--- src/rtl/ivt_pkg.sv ---
package ivt_pkg;

  localparam int BYTE_W = 8;

  localparam logic [1:0] SEL_LATCH_LO = 2'd0;
  localparam logic [1:0] SEL_LATCH_HI = 2'd1;
  localparam logic [1:0] SEL_CTRL     = 2'd2;

  localparam int CB_START   = 0;
  localparam int CB_ONESHOT = 3;
  localparam int CB_FLOAD   = 4;
  localparam int CB_SYSCLK  = 5;

  // Control pipeline of the timer, one bit per delay stage.
  typedef struct packed {
    logic start;    // run request as held by the timer
    logic oneshot;  // one-shot mode request
    logic sysclk;   // count source: system clock
    logic run2;     // first counting stage
    logic run3;     // decrement enable
    logic run;      // delayed copy of run3
    logic ld1;      // first reload stage
    logic ld2;      // reload applied
    logic os1;      // first one-shot stage
    logic os2;      // second one-shot stage
  } pipe_t;

  localparam pipe_t PIPE_IDLE = '0;

  // Plain advance of every stage by one cycle.
  function automatic pipe_t pipe_step(input pipe_t cur, input logic fload,
                                      input logic step);
    pipe_t nx;
    nx         = PIPE_IDLE;
    nx.start   = cur.start;
    nx.oneshot = cur.oneshot;
    nx.sysclk  = cur.sysclk;
    nx.run2    = cur.start & cur.sysclk;
    nx.run3    = cur.run2 | (cur.start & step);
    nx.run     = cur.run3;
    nx.ld1     = fload;
    nx.ld2     = cur.ld1;
    nx.os1     = cur.oneshot;
    nx.os2     = cur.os1;
    return nx;
  endfunction

  // Corrections applied after the advance: reload and one-shot stop.
  function automatic pipe_t pipe_settle(input pipe_t adv, input logic load,
                                        input logic uflow);
    pipe_t r;
    r = adv;
    if (load) r.run3 = 1'b0;
    if (uflow && (adv.os1 || adv.os2)) begin
      r.start = 1'b0;
      r.run2  = 1'b0;
    end
    return r;
  endfunction

endpackage

--- src/rtl/ivt_regs.sv ---
module ivt_regs import ivt_pkg::*; #(
  parameter int CNT_W = 16
) (
  input  logic                clk,
  input  logic                rst,
  input  logic                wr_en,
  input  logic [1:0]          wr_addr,
  input  logic [BYTE_W-1:0]   wr_data,
  input  logic                running,
  output logic [CNT_W-1:0]    latch_q,
  output logic                ctrl_wr,
  output logic                reload_req
);

  localparam int HI_W = CNT_W - BYTE_W;

  logic wr_lo, wr_hi;

  assign wr_lo      = wr_en && (wr_addr == SEL_LATCH_LO);
  assign wr_hi      = wr_en && (wr_addr == SEL_LATCH_HI);
  assign ctrl_wr    = wr_en && (wr_addr == SEL_CTRL);
  assign reload_req = wr_hi && !running;

  always_ff @(posedge clk) begin
    if (rst) begin
      latch_q <= '1;
    end else begin
      if (wr_lo) latch_q[BYTE_W-1:0]     <= wr_data;
      if (wr_hi) latch_q[CNT_W-1:BYTE_W] <= wr_data[HI_W-1:0];
    end
  end

endmodule

--- src/rtl/ivt_seq.sv ---
module ivt_seq import ivt_pkg::*; (
  input  logic  clk,
  input  logic  rst,
  input  logic  ctrl_wr,
  input  logic  c_start,
  input  logic  c_oneshot,
  input  logic  c_fload,
  input  logic  c_sysclk,
  input  logic  reload_req,
  input  logic  step_i,
  input  logic  zero_after,
  output pipe_t pipe_q,
  output logic  load_now,
  output logic  uflow_now
);

  pipe_t pipe_cur, pipe_adv, pipe_d;
  logic  fload_in, step_eff;

  always_comb begin
    pipe_cur = pipe_q;
    if (ctrl_wr) begin
      pipe_cur.start   = c_start;
      pipe_cur.oneshot = c_oneshot;
      pipe_cur.sysclk  = c_sysclk;
    end
    fload_in  = (ctrl_wr && c_fload) || reload_req;
    step_eff  = step_i && !pipe_cur.sysclk;
    pipe_adv  = pipe_step(pipe_cur, fload_in, step_eff);
    uflow_now = zero_after && pipe_adv.run3;
    load_now  = pipe_adv.ld2 || uflow_now;
    pipe_d    = pipe_settle(pipe_adv, load_now, uflow_now);
  end

  always_ff @(posedge clk) begin
    if (rst) pipe_q <= PIPE_IDLE;
    else     pipe_q <= pipe_d;
  end

endmodule

--- src/rtl/ivt_count.sv ---
module ivt_count #(
  parameter int CNT_W = 16
) (
  input  logic             clk,
  input  logic             rst,
  input  logic             dec_en,
  input  logic             load_now,
  input  logic [CNT_W-1:0] latch_q,
  output logic [CNT_W-1:0] count_q,
  output logic             zero_after
);

  function automatic logic [CNT_W-1:0] dec_once(input logic [CNT_W-1:0] v,
                                                input logic en);
    return (en && (v != '0)) ? v - CNT_W'(1) : v;
  endfunction

  logic [CNT_W-1:0] after_dec;

  assign after_dec  = dec_once(count_q, dec_en);
  assign zero_after = (after_dec == '0);

  always_ff @(posedge clk) begin
    if (rst)           count_q <= '1;
    else if (load_now) count_q <= latch_q;
    else               count_q <= after_dec;
  end

endmodule

--- src/rtl/ivt_timer.sv ---
module ivt_timer import ivt_pkg::*; #(
  parameter int CNT_W = 16
) (
  input  logic              clk,
  input  logic              rst,
  input  logic              wr_en,
  input  logic [1:0]        wr_addr,
  input  logic [BYTE_W-1:0] wr_data,
  input  logic              step_i,
  output logic [CNT_W-1:0]  count_o,
  output logic              underflow_o,
  output logic              start_o
);

  logic [CNT_W-1:0] latch_q;
  logic             ctrl_wr, reload_req;
  logic             load_now, uflow_now, zero_after;
  pipe_t            pipe_q;

  // Named internal events for the checker.
  logic run3_w, ld1_w, os_any_w;
  assign run3_w   = pipe_q.run3;
  assign ld1_w    = pipe_q.ld1;
  assign os_any_w = pipe_q.os1 || pipe_q.os2;

  ivt_regs #(.CNT_W(CNT_W)) u_regs (
    .clk        (clk),
    .rst        (rst),
    .wr_en      (wr_en),
    .wr_addr    (wr_addr),
    .wr_data    (wr_data),
    .running    (pipe_q.start),
    .latch_q    (latch_q),
    .ctrl_wr    (ctrl_wr),
    .reload_req (reload_req)
  );

  ivt_seq u_seq (
    .clk        (clk),
    .rst        (rst),
    .ctrl_wr    (ctrl_wr),
    .c_start    (wr_data[CB_START]),
    .c_oneshot  (wr_data[CB_ONESHOT]),
    .c_fload    (wr_data[CB_FLOAD]),
    .c_sysclk   (wr_data[CB_SYSCLK]),
    .reload_req (reload_req),
    .step_i     (step_i),
    .zero_after (zero_after),
    .pipe_q     (pipe_q),
    .load_now   (load_now),
    .uflow_now  (uflow_now)
  );

  ivt_count #(.CNT_W(CNT_W)) u_count (
    .clk        (clk),
    .rst        (rst),
    .dec_en     (pipe_q.run3),
    .load_now   (load_now),
    .latch_q    (latch_q),
    .count_q    (count_o),
    .zero_after (zero_after)
  );

  always_ff @(posedge clk) begin
    if (rst) underflow_o <= 1'b0;
    else     underflow_o <= uflow_now;
  end

  assign start_o = pipe_q.start;

endmodule

--- config.mk ---
export PLATFORM = sky130hd
export DESIGN_NAME = ivt_timer
export DESIGN_NICKNAME = d
export VERILOG_FILES = /design/src/rtl/ivt_pkg.sv /design/src/rtl/ivt_regs.sv /design/src/rtl/ivt_seq.sv /design/src/rtl/ivt_count.sv /design/src/rtl/ivt_timer.sv
export SDC_FILE = /design/constraint.sdc
export NUM_CORES = 1
export LEC_CHECK = 0
export BUFFER_PORTS_ARGS = -buffer_cell sky130_fd_sc_hd__buf_2
export CAP_MARGIN = 20
export CORE_UTILIZATION = 55
export CTS_BUF_LIST = sky130_fd_sc_hd__clkbuf_8
export DETAILED_ROUTE_END_ITERATION = 6
export HOLD_SLACK_MARGIN = 0.05
export PLACE_DENSITY = 0.81
export SLEW_MARGIN = 20
export SYNTH_ARGS = -nofsm -noshare
export SYNTH_HDL_FRONTEND = slang
export SYNTH_SLANG_ARGS = --single-unit
--- constraint.sdc ---
create_clock -name clk -period 4.72 [get_ports clk]
set_input_delay 0.708 -clock clk [delete_from_list [all_inputs] [get_ports clk]]
set_output_delay 0.708 -clock clk [all_outputs]
set_load 0.05 [all_outputs]
==> Flow_metrics.wiki, run 1 <==
{| class="wikitable"
! Metric !! Value
|-
| Area used by multi-input combinational logic || 0.00146 mm²
|-
| DRC violation count after routing || 0
|-
| Count of mapped cells out of synthesis || 280
|-
| Cell-internal power || 0.524 mW
|-
| Hold Path Depth || 2
|-
| Maximum number of pins on one net before global-route repair || 35
|-
| WP data required || 4.90 ns
|-
| Initial cell density of the core || 58.5%
|-
| Type of element launching the critical path || flip-flop
|-
| FF+latch area || 781 µm²
|-
| Pwr dens || 293 mW/mm²
|-
| Hold path start || u_seq.pipe_q[8]
|-
| Netlist Area Pre-Place || 0.00237 mm²
|-
| Number of clock sinks || 39
|-
| Buf/Inv on CP || 2
|-
| Number of rows created at floorplan || 23
|-
| Synthesized flop and latch total || 39
|-
| Max Clock Skew || 0.00803 ns
|-
| Final Max Slew Viols || 0
|-
| Syn Area/Cell || 8.47 µm²
|-
| Max cap viols || 0
|-
| Critical path peak fanout || 26
|-
| Total CTS buffers || 5
|-
| Crit-path cells || inv_1, ha_1, nor4b_2, nand4_1, a211oi_1, o211ai_1, nor4_4, buf_4, nor4b_1, nor3_1
|-
| Resized Gates After CTS || 0
|-
| Grt ovf || 0
|-
| Flop-to-flop setup slack || 1.62 ns
|-
| Final hold violations || 0
|-
| TritonCTS clock tree || yes
|-
| Setup slack of the critical path after layout || 1.62 ns
|-
| Routed Wire Length || 5.97 mm
|-
| First-pass detailed-route iteration total || 5
|-
| Layout overhead on the synthesized area || 10.0%
|-
| Proportion of layout cells with a drive suffix above 1 || 21.1%
|-
| Time the worst path needs with I/O delays and setup || 3.10 ns
|-
| Netlist cell types || 56
|-
| Number of vias per cell after detailed routing || 6.49
|-
| Standby leakage power || 0.961 nW
|-
| Avg WL per Cell || 16.9 µm
|-
| Logic gate share of total power || 18.1%
|-
| Fill cell total of the finished layout || 355
|-
| Crit Reg-Reg Startpoint || u_count.count_q[0]
|-
| Final critical-path share of the clock period || 65.7%
|-
| Switching power as a share of total power || 31.6%
|-
| Global placement routability congestion || 0.886
|-
| Post-CTS Repair Setup Buffers || 0
|-
| Synth Warn # || 0
|-
| Antenna-violating nets left || 0
|-
| Number of enable-type register cells in the synthesized netlist || 0
|-
| Maximum single-stage delay on the critical path || 0.47 ns
|-
| Number of global-route vias before repair || 1941
|-
| Die Y || 67.7 µm
|-
| Arr. time, crit path || 3.28 ns
|-
| Clock Power Share || 32.6%
|-
| Sequential element share of the synthesized area || 32.9%
|-
| Overall Global Routing Usage || 27.7%
|-
| Vias || 2298
|-
| Largest vdd supply drop || 250 µV
|-
| CTS Root Cell || sky130_fd_sc_hd__clkbuf_8
|-
| Dpl hpwl || 4.30 mm
|-
| Setup crit end kind || flip-flop
|-
| Syn Nets || 296
|-
| Family with the most delay on the worst path || simple AND/OR/NAND/NOR gates
|-
| Pre-CTS setup slack || 1.69 ns
|-
| Cell type of the slowest stage on the worst timing path || sky130_fd_sc_hd__a211oi_1
|-
| Sequential share of power || 49.3%
|-
| Setup TNS || 0 ns
|-
| Capture instance of the worst register-to-register path || u_count.count_q[3]
|-
| Crit Path Category || reg -> reg
|-
| Net Sw Power || 0.242 mW
|-
| Worst-Margin Slew || 0.611 ns
|-
| Buffer depth of the longest clock path || 2
|-
| CTS clock-pin slew for the worst setup and hold paths || 0.08 ns
|-
| Post-synthesis async set-or-reset flop share || 0%
|-
| FMAX || 322 MHz
|-
| Full die area || 0.00458 mm²
|-
| Core region area || 0.00406 mm²
|-
| Antenna violations before repair || 0
|-
| WHS Endpoint || u_seq.pipe_q[8]
|-
| Setup repair after global routing missed its margin || no
|-
| Latest clock arrival within the worst-skew pair || 0.29 ns
|-
| Worst r2r path cells || 10
|-
| Path category of the worst min-delay check || reg -> reg
|-
| I/O pins || 32
|-
| Post-CTS Hold Buffers || 0
|-
| Number of nets in the layout || 319
|-
| Setup-violating endpoint count in the final report || 0
|-
| Slew margin rel. || 59.2%
|-
| Count of port buffers added during placement || 31
|-
| Antenna cells || 0
|-
| Global-route wire length before repair || 9.32 mm
|-
| Run status || completed
|-
| Most instantiated flip-flop cell in the synthesis netlist || sky130_fd_sc_hd__dfxtp_1
|-
| Number of H-tree branching levels || 2
|-
| DRC violation total after the first TritonRoute iteration || 181
|-
| Die outline width || 67.7 µm
|}
-- worst reg2reg max path, cell delays in order (launching register included) --
cell,delay [ns]
sky130_fd_sc_hd__dfxtp_1,0.37
sky130_fd_sc_hd__inv_1,0.15
sky130_fd_sc_hd__ha_1,0.15
sky130_fd_sc_hd__nor4b_2,0.37
sky130_fd_sc_hd__nand4_1,0.33
sky130_fd_sc_hd__a211oi_1,0.47
sky130_fd_sc_hd__o211ai_1,0.18
sky130_fd_sc_hd__nor4_4,0.22
sky130_fd_sc_hd__buf_4,0.34
sky130_fd_sc_hd__nor4b_1,0.33
sky130_fd_sc_hd__nor3_1,0.10
-- cells in the mapped netlist (7+ instances only) --
| cell type | n | area (µm²) |
|---|---|---|
| sky130_fd_sc_hd__o32ai_1 | 10 | 87.6 |
| sky130_fd_sc_hd__a211oi_2 | 8 | 100 |
| sky130_fd_sc_hd__dfxtp_1 | 39 | 781 |
| sky130_fd_sc_hd__a21oi_1 | 7 | 35.0 |
| sky130_fd_sc_hd__mux2i_1 | 13 | 130 |
| sky130_fd_sc_hd__nand2_1 | 38 | 143 |
| sky130_fd_sc_hd__nor3_1 | 17 | 85.1 |
| sky130_fd_sc_hd__nor2_1 | 21 | 78.8 |
| sky130_fd_sc_hd__nand3_1 | 15 | 75.1 |
| sky130_fd_sc_hd__inv_1 | 7 | 26.3 |
| sky130_fd_sc_hd__clkbuf_1 | 9 | 33.8 |
| sky130_fd_sc_hd__o211ai_1 | 7 | 52.6 |
-- layer usage --
layer	share of wire (%)	vias to the layer above	GRT usage, %
li1	-	1088	-
met1	46	1076	38.3
met2	44	111	41.5
met3	6.6	23	4.56
met4	3.6	0	13.0
met5	0	-	0
-- through the flow --
step	cells	cell area [µm²]	hold WS [ns]	power (mW)	utilization [%]
6_report	354	2610	0.461	0.766	64.3
5_1_grt	354	2610	0.496	0.800	64.3
4_1_cts	354	2610	0.459	0.767	64.3
3_5_place_dp	346	2510	0.449	0.521	61.8
3_3_place_gp	346	2510	0.442	0.518	61.8
2_1_floorplan	280	2370	0.436	0.483	-
-- cells by family after synthesis --
kind of cell    count (synthesis)  synth area share [%]
compound gates                 58                  20.8
xor+xnor                        5                  1.85
fa+ha+maj                       2                  1.05
buf+inv                        25                  5.43
flops                          39                  32.9
mux                            13                  5.49
simple gates                  138                  32.5
-- how the worst max path moves through the flow --
stage / startpoint / endpoint / slack, ns / depth (start not counted)
6_report: u_count.count_q[0] / u_count.count_q[3] / 1.62 / 10
5_1_grt: u_count.count_q[0] / u_count.count_q[3] / 1.34 / 10
4_1_cts: u_count.count_q[0] / u_count.count_q[3] / 1.67 / 10
3_5_place_dp: u_count.count_q[0] / u_count.count_q[3] / 1.69 / 10
3_3_place_gp: u_count.count_q[0] / u_seq.pipe_q[6] / 1.87 / 10
2_1_floorplan: u_count.count_q[0] / u_count.count_q[15] / 1.66 / 11
-- state kept, by name, indices dropped and copies added, names as in the netlist --
signal           cells
u_regs.latch_q      16
u_seq.pipe_q         6
underflow_o          1
u_count.count_q     16
-- cell type report --
class	count	area share, %
clock buffers	7	3.69
clock inverters	1	0.288
inverters	8	1.15
multi-input cells	216	56.0
flip-flops and latches	39	29.9
well taps	50	2.40
repair buffers	33	6.52
-- power groups by stage --
stage | Sequential [mW] | Clock, mW | Combinational (mW)
after floorplan | 0.414 | 0 | 0.0685
after global placement | 0.383 | 0 | 0.135
after detailed placement | 0.384 | 0 | 0.137
after CTS | 0.376 | 0.253 | 0.138
after global routing | 0.381 | 0.269 | 0.150
final | 0.377 | 0.250 | 0.139
-- cell usage in the layout, fill, tap and decap left out, drive strengths merged, types with 3 or more instances in the layout --
cell type	instances
buf	33
o31ai	5
nand3	15
o21ai	6
nand4	5
o32ai	10
nor2	21
xnor2	3
o211ai	7
a21oi	7
inv	7
nor4b	3
nand2	38
nor3	17
nand2b	5
nor4	6
mux2i	13
a211oi	10
clkbuf	7
or4	5
or2	3
dfxtp	39
or3	3
and3	3
Note: power is estimated with default switching activity, not from simulation.
==> run 2, diff against run 1 <==
Clock period 4.72 ns to 3 ns, I/O delays scaled along.
==> run 2 against run 1 <==
Fmax grew 12%. Via count down 2.4%. Worst hold slack worse by 0.049 ns. Clock power grew 32%. Global-route usage is 0.72 points higher.
==> Flow_metrics.wiki, run 2 (synthesis results as in run 1) <==
{| class="wikitable"
! Metric !! Value
|-
| Avg WL per Cell || 17.0 µm (was 16.9 µm)
|-
| Max Clock Skew || 0.00439 ns (was 0.00803 ns)
|-
| Switching power as a share of total power || 32.6% (was 31.6%)
|-
| Share of the core filled with cells || 65.6% (was 64.3%)
|-
| Overall Global Routing Usage || 28.4% (was 27.7%)
|-
| Run status || completed (unchanged)
|-
| Setup TNS || 0 ns (unchanged)
|-
| Global-route wire length before repair || 9.65 mm (was 9.32 mm)
|-
| Logic gate share of total power || 19.2% (was 18.1%)
|-
| First-pass detailed-route iteration total || 4 (was 5)
|-
| Maximum number of pins on one net before global-route repair || 27 (was 35)
|-
| Setup crit end kind || flip-flop (unchanged)
|-
| Final critical-path share of the clock period || 92.4% (was 65.7%)
|-
| Pre-CTS setup slack || 0.0426 ns (was 1.69 ns)
|-
| Critical path peak fanout || 26 (unchanged)
|-
| Setup slack of the critical path after layout || 0.228 ns (was 1.62 ns)
|-
| Standby leakage power || 0.993 nW (was 0.961 nW)
|-
| DRC violation count after routing || 0 (unchanged)
|-
| TritonCTS clock tree || yes (unchanged)
|-
| I/O pins || 32 (unchanged)
|-
| Time the worst path needs with I/O delays and setup || 2.77 ns (was 3.10 ns)
|-
| Buffer depth of the longest clock path || 2 (unchanged)
|-
| Final Max Slew Viols || 0 (unchanged)
|-
| Global placement routability congestion || 0.949 (was 0.886)
|-
| Worst r2r path cells || 8 (was 10)
|-
| Number of clock sinks || 39 (unchanged)
|-
| Sequential share of power || 52.0% (was 49.3%)
|-
| Crit Path Category || reg -> reg (unchanged)
|-
| Count of port buffers added during placement || 31 (unchanged)
|-
| Number of global-route vias before repair || 1962 (was 1941)
|-
| Core region area || 0.00406 mm² (unchanged)
|-
| Resized Gates After CTS || 0 (unchanged)
|-
| Dpl hpwl || 4.38 mm (was 4.30 mm)
|-
| Number of nets in the layout || 322 (was 319)
|-
| Largest registers || u_count.count_q: 16 flops, u_regs.latch_q: 16 flops, u_seq.pipe_q: 6 flops (unchanged)
|-
| Arr. time, crit path || 2.96 ns (was 3.28 ns)
|-
| Net Sw Power || 0.374 mW (was 0.242 mW)
|-
| Die Y || 67.7 µm (unchanged)
|-
| CTS Root Cell || sky130_fd_sc_hd__clkbuf_8 (unchanged)
|-
| Max cap viols || 0 (unchanged)
|-
| Vias || 2243 (was 2298)
|-
| Grt ovf || 0 (unchanged)
|-
| Leading cell types in the layout, fill and taps excluded || 38 x sky130_fd_sc_hd__nand2_1, 38 x sky130_fd_sc_hd__dfxtp_1, 31 x sky130_fd_sc_hd__buf_2 (was 39 x sky130_fd_sc_hd__dfxtp_1, 38 x sky130_fd_sc_hd__nand2_1, 31 x sky130_fd_sc_hd__buf_2)
|-
| Antenna violations before repair || 0 (unchanged)
|-
| Flop-to-flop setup slack || 0.23 ns (was 1.62 ns)
|-
| Setup repair after global routing missed its margin || no (unchanged)
|-
| Die outline width || 67.7 µm (unchanged)
|-
| Layout overhead on the synthesized area || 12.1% (was 10.0%)
|-
| Slew margin rel. || 56.5% (was 59.2%)
|-
| Antenna cells || 0 (unchanged)
|-
| Hold Path Depth || 3 (was 2)
|-
| Cell-internal power || 0.775 mW (was 0.524 mW)
|-
| Setup-violating endpoint count in the final report || 0 (unchanged)
|-
| Worst-Margin Slew || 0.651 ns (was 0.611 ns)
|-
| Final hold violations || 0 (unchanged)
|-
| Number of rows created at floorplan || 23 (unchanged)
|-
| Number of vias per cell after detailed routing || 6.28 (was 6.49)
|-
| Path category of the worst min-delay check || in -> reg (was reg -> reg)
|-
| FMAX || 361 MHz (was 322 MHz)
|-
| Clock Power Share || 28.8% (was 32.6%)
|-
| Total CTS buffers || 5 (unchanged)
|-
| Latest clock arrival within the worst-skew pair || 0.29 ns (about the same)
|-
| Antenna-violating nets left || 0 (unchanged)
|-
| Pwr dens || 432 mW/mm² (was 293 mW/mm²)
|-
| Number of H-tree branching levels || 2 (unchanged)
|-
| WP data required || 3.19 ns (was 4.90 ns)
|-
| Initial cell density of the core || 58.5% (unchanged)
|-
| CTS clock-pin slew for the worst setup and hold paths || 0.07 ns (was 0.08 ns)
|-
| Post-CTS Repair Setup Buffers || 0 (unchanged)
|-
| Type of element launching the critical path || flip-flop (unchanged)
|-
| Routed Wire Length || 6.05 mm (was 5.97 mm)
|-
| DRC violation total after the first TritonRoute iteration || 191 (was 181)
|-
| Largest vdd supply drop || 393 µV (was 250 µV)
|-
| Proportion of layout cells with a drive suffix above 1 || 23.5% (was 21.1%)
|-
| Full die area || 0.00458 mm² (unchanged)
|-
| Post-CTS Hold Buffers || 0 (unchanged)
|}
run 2: cell types whose count changed in the layout (fill, tap and decap cells not counted), moves of 2 or more:
cell	delta
sky130_fd_sc_hd__o31ai_2	+2
sky130_fd_sc_hd__inv_1	+2
sky130_fd_sc_hd__buf_4	+2
sky130_fd_sc_hd__o31ai_1	-2
sky130_fd_sc_hd__clkbuf_8	-2
run 2: layer usage:
metal  share of wire [%]  vias up  global-route usage [%]
met5                   0        -                       0
met4                 1.1        0                    8.24
met3                 5.5        7                    3.55
met2                  47       77                    45.4
met1                  47     1061                    39.5
li1                    -     1098                       -
run 2: worst paths after layout:
check / start / to
hold / removal: wr_data[2] / u_regs.latch_q[2]
setup / recovery: u_seq.pipe_q[5] / u_seq.pipe_q[6]
hold reg to reg: u_seq.pipe_q[8] / u_seq.pipe_q[8]
setup reg to reg: u_seq.pipe_q[5] / u_seq.pipe_q[6]
run 2: worst max-delay path, stage by stage, from the launching register on:
cell	delay (ns)
sky130_fd_sc_hd__dfxtp_1	0.50
sky130_fd_sc_hd__or4b_4	0.52
sky130_fd_sc_hd__or2_4	0.29
sky130_fd_sc_hd__or4_1	0.50
sky130_fd_sc_hd__o211ai_1	0.21
sky130_fd_sc_hd__nor4_4	0.09
sky130_fd_sc_hd__buf_12	0.17
sky130_fd_sc_hd__nor3b_1	0.16
sky130_fd_sc_hd__nor4_1	0.21
run 2: final cells by class:
type,count,area (µm²)
flip-flops and latches,39,782
clock buffers,5,68.8
repair buffers,36,205
inverters,8,30.0
multi-input cells,216,1500
clock inverters,3,12.5
fillers,349,1400
well taps,50,62.6
run 2: metrics by stage:
stage	power (mW)	hold slack (ns)	std cells	area [µm²]
global route	1.20	0.415	357	2660
finish	1.15	0.412	357	2660
detailed placement	0.822	0.450	349	2540
floorplan	0.761	0.436	280	2370
CTS	1.15	0.406	357	2620
global placement	0.819	0.444	349	2540
run 2: power groups by stage:
stage	Combinational, mW	Clock (mW)	Sequential (mW)
2_1_floorplan	0.108	0	0.653
6_report	0.221	0.331	0.598
5_1_grt	0.240	0.356	0.602
3_3_place_gp	0.215	0	0.604
3_5_place_dp	0.216	0	0.606
4_1_cts	0.218	0.338	0.593
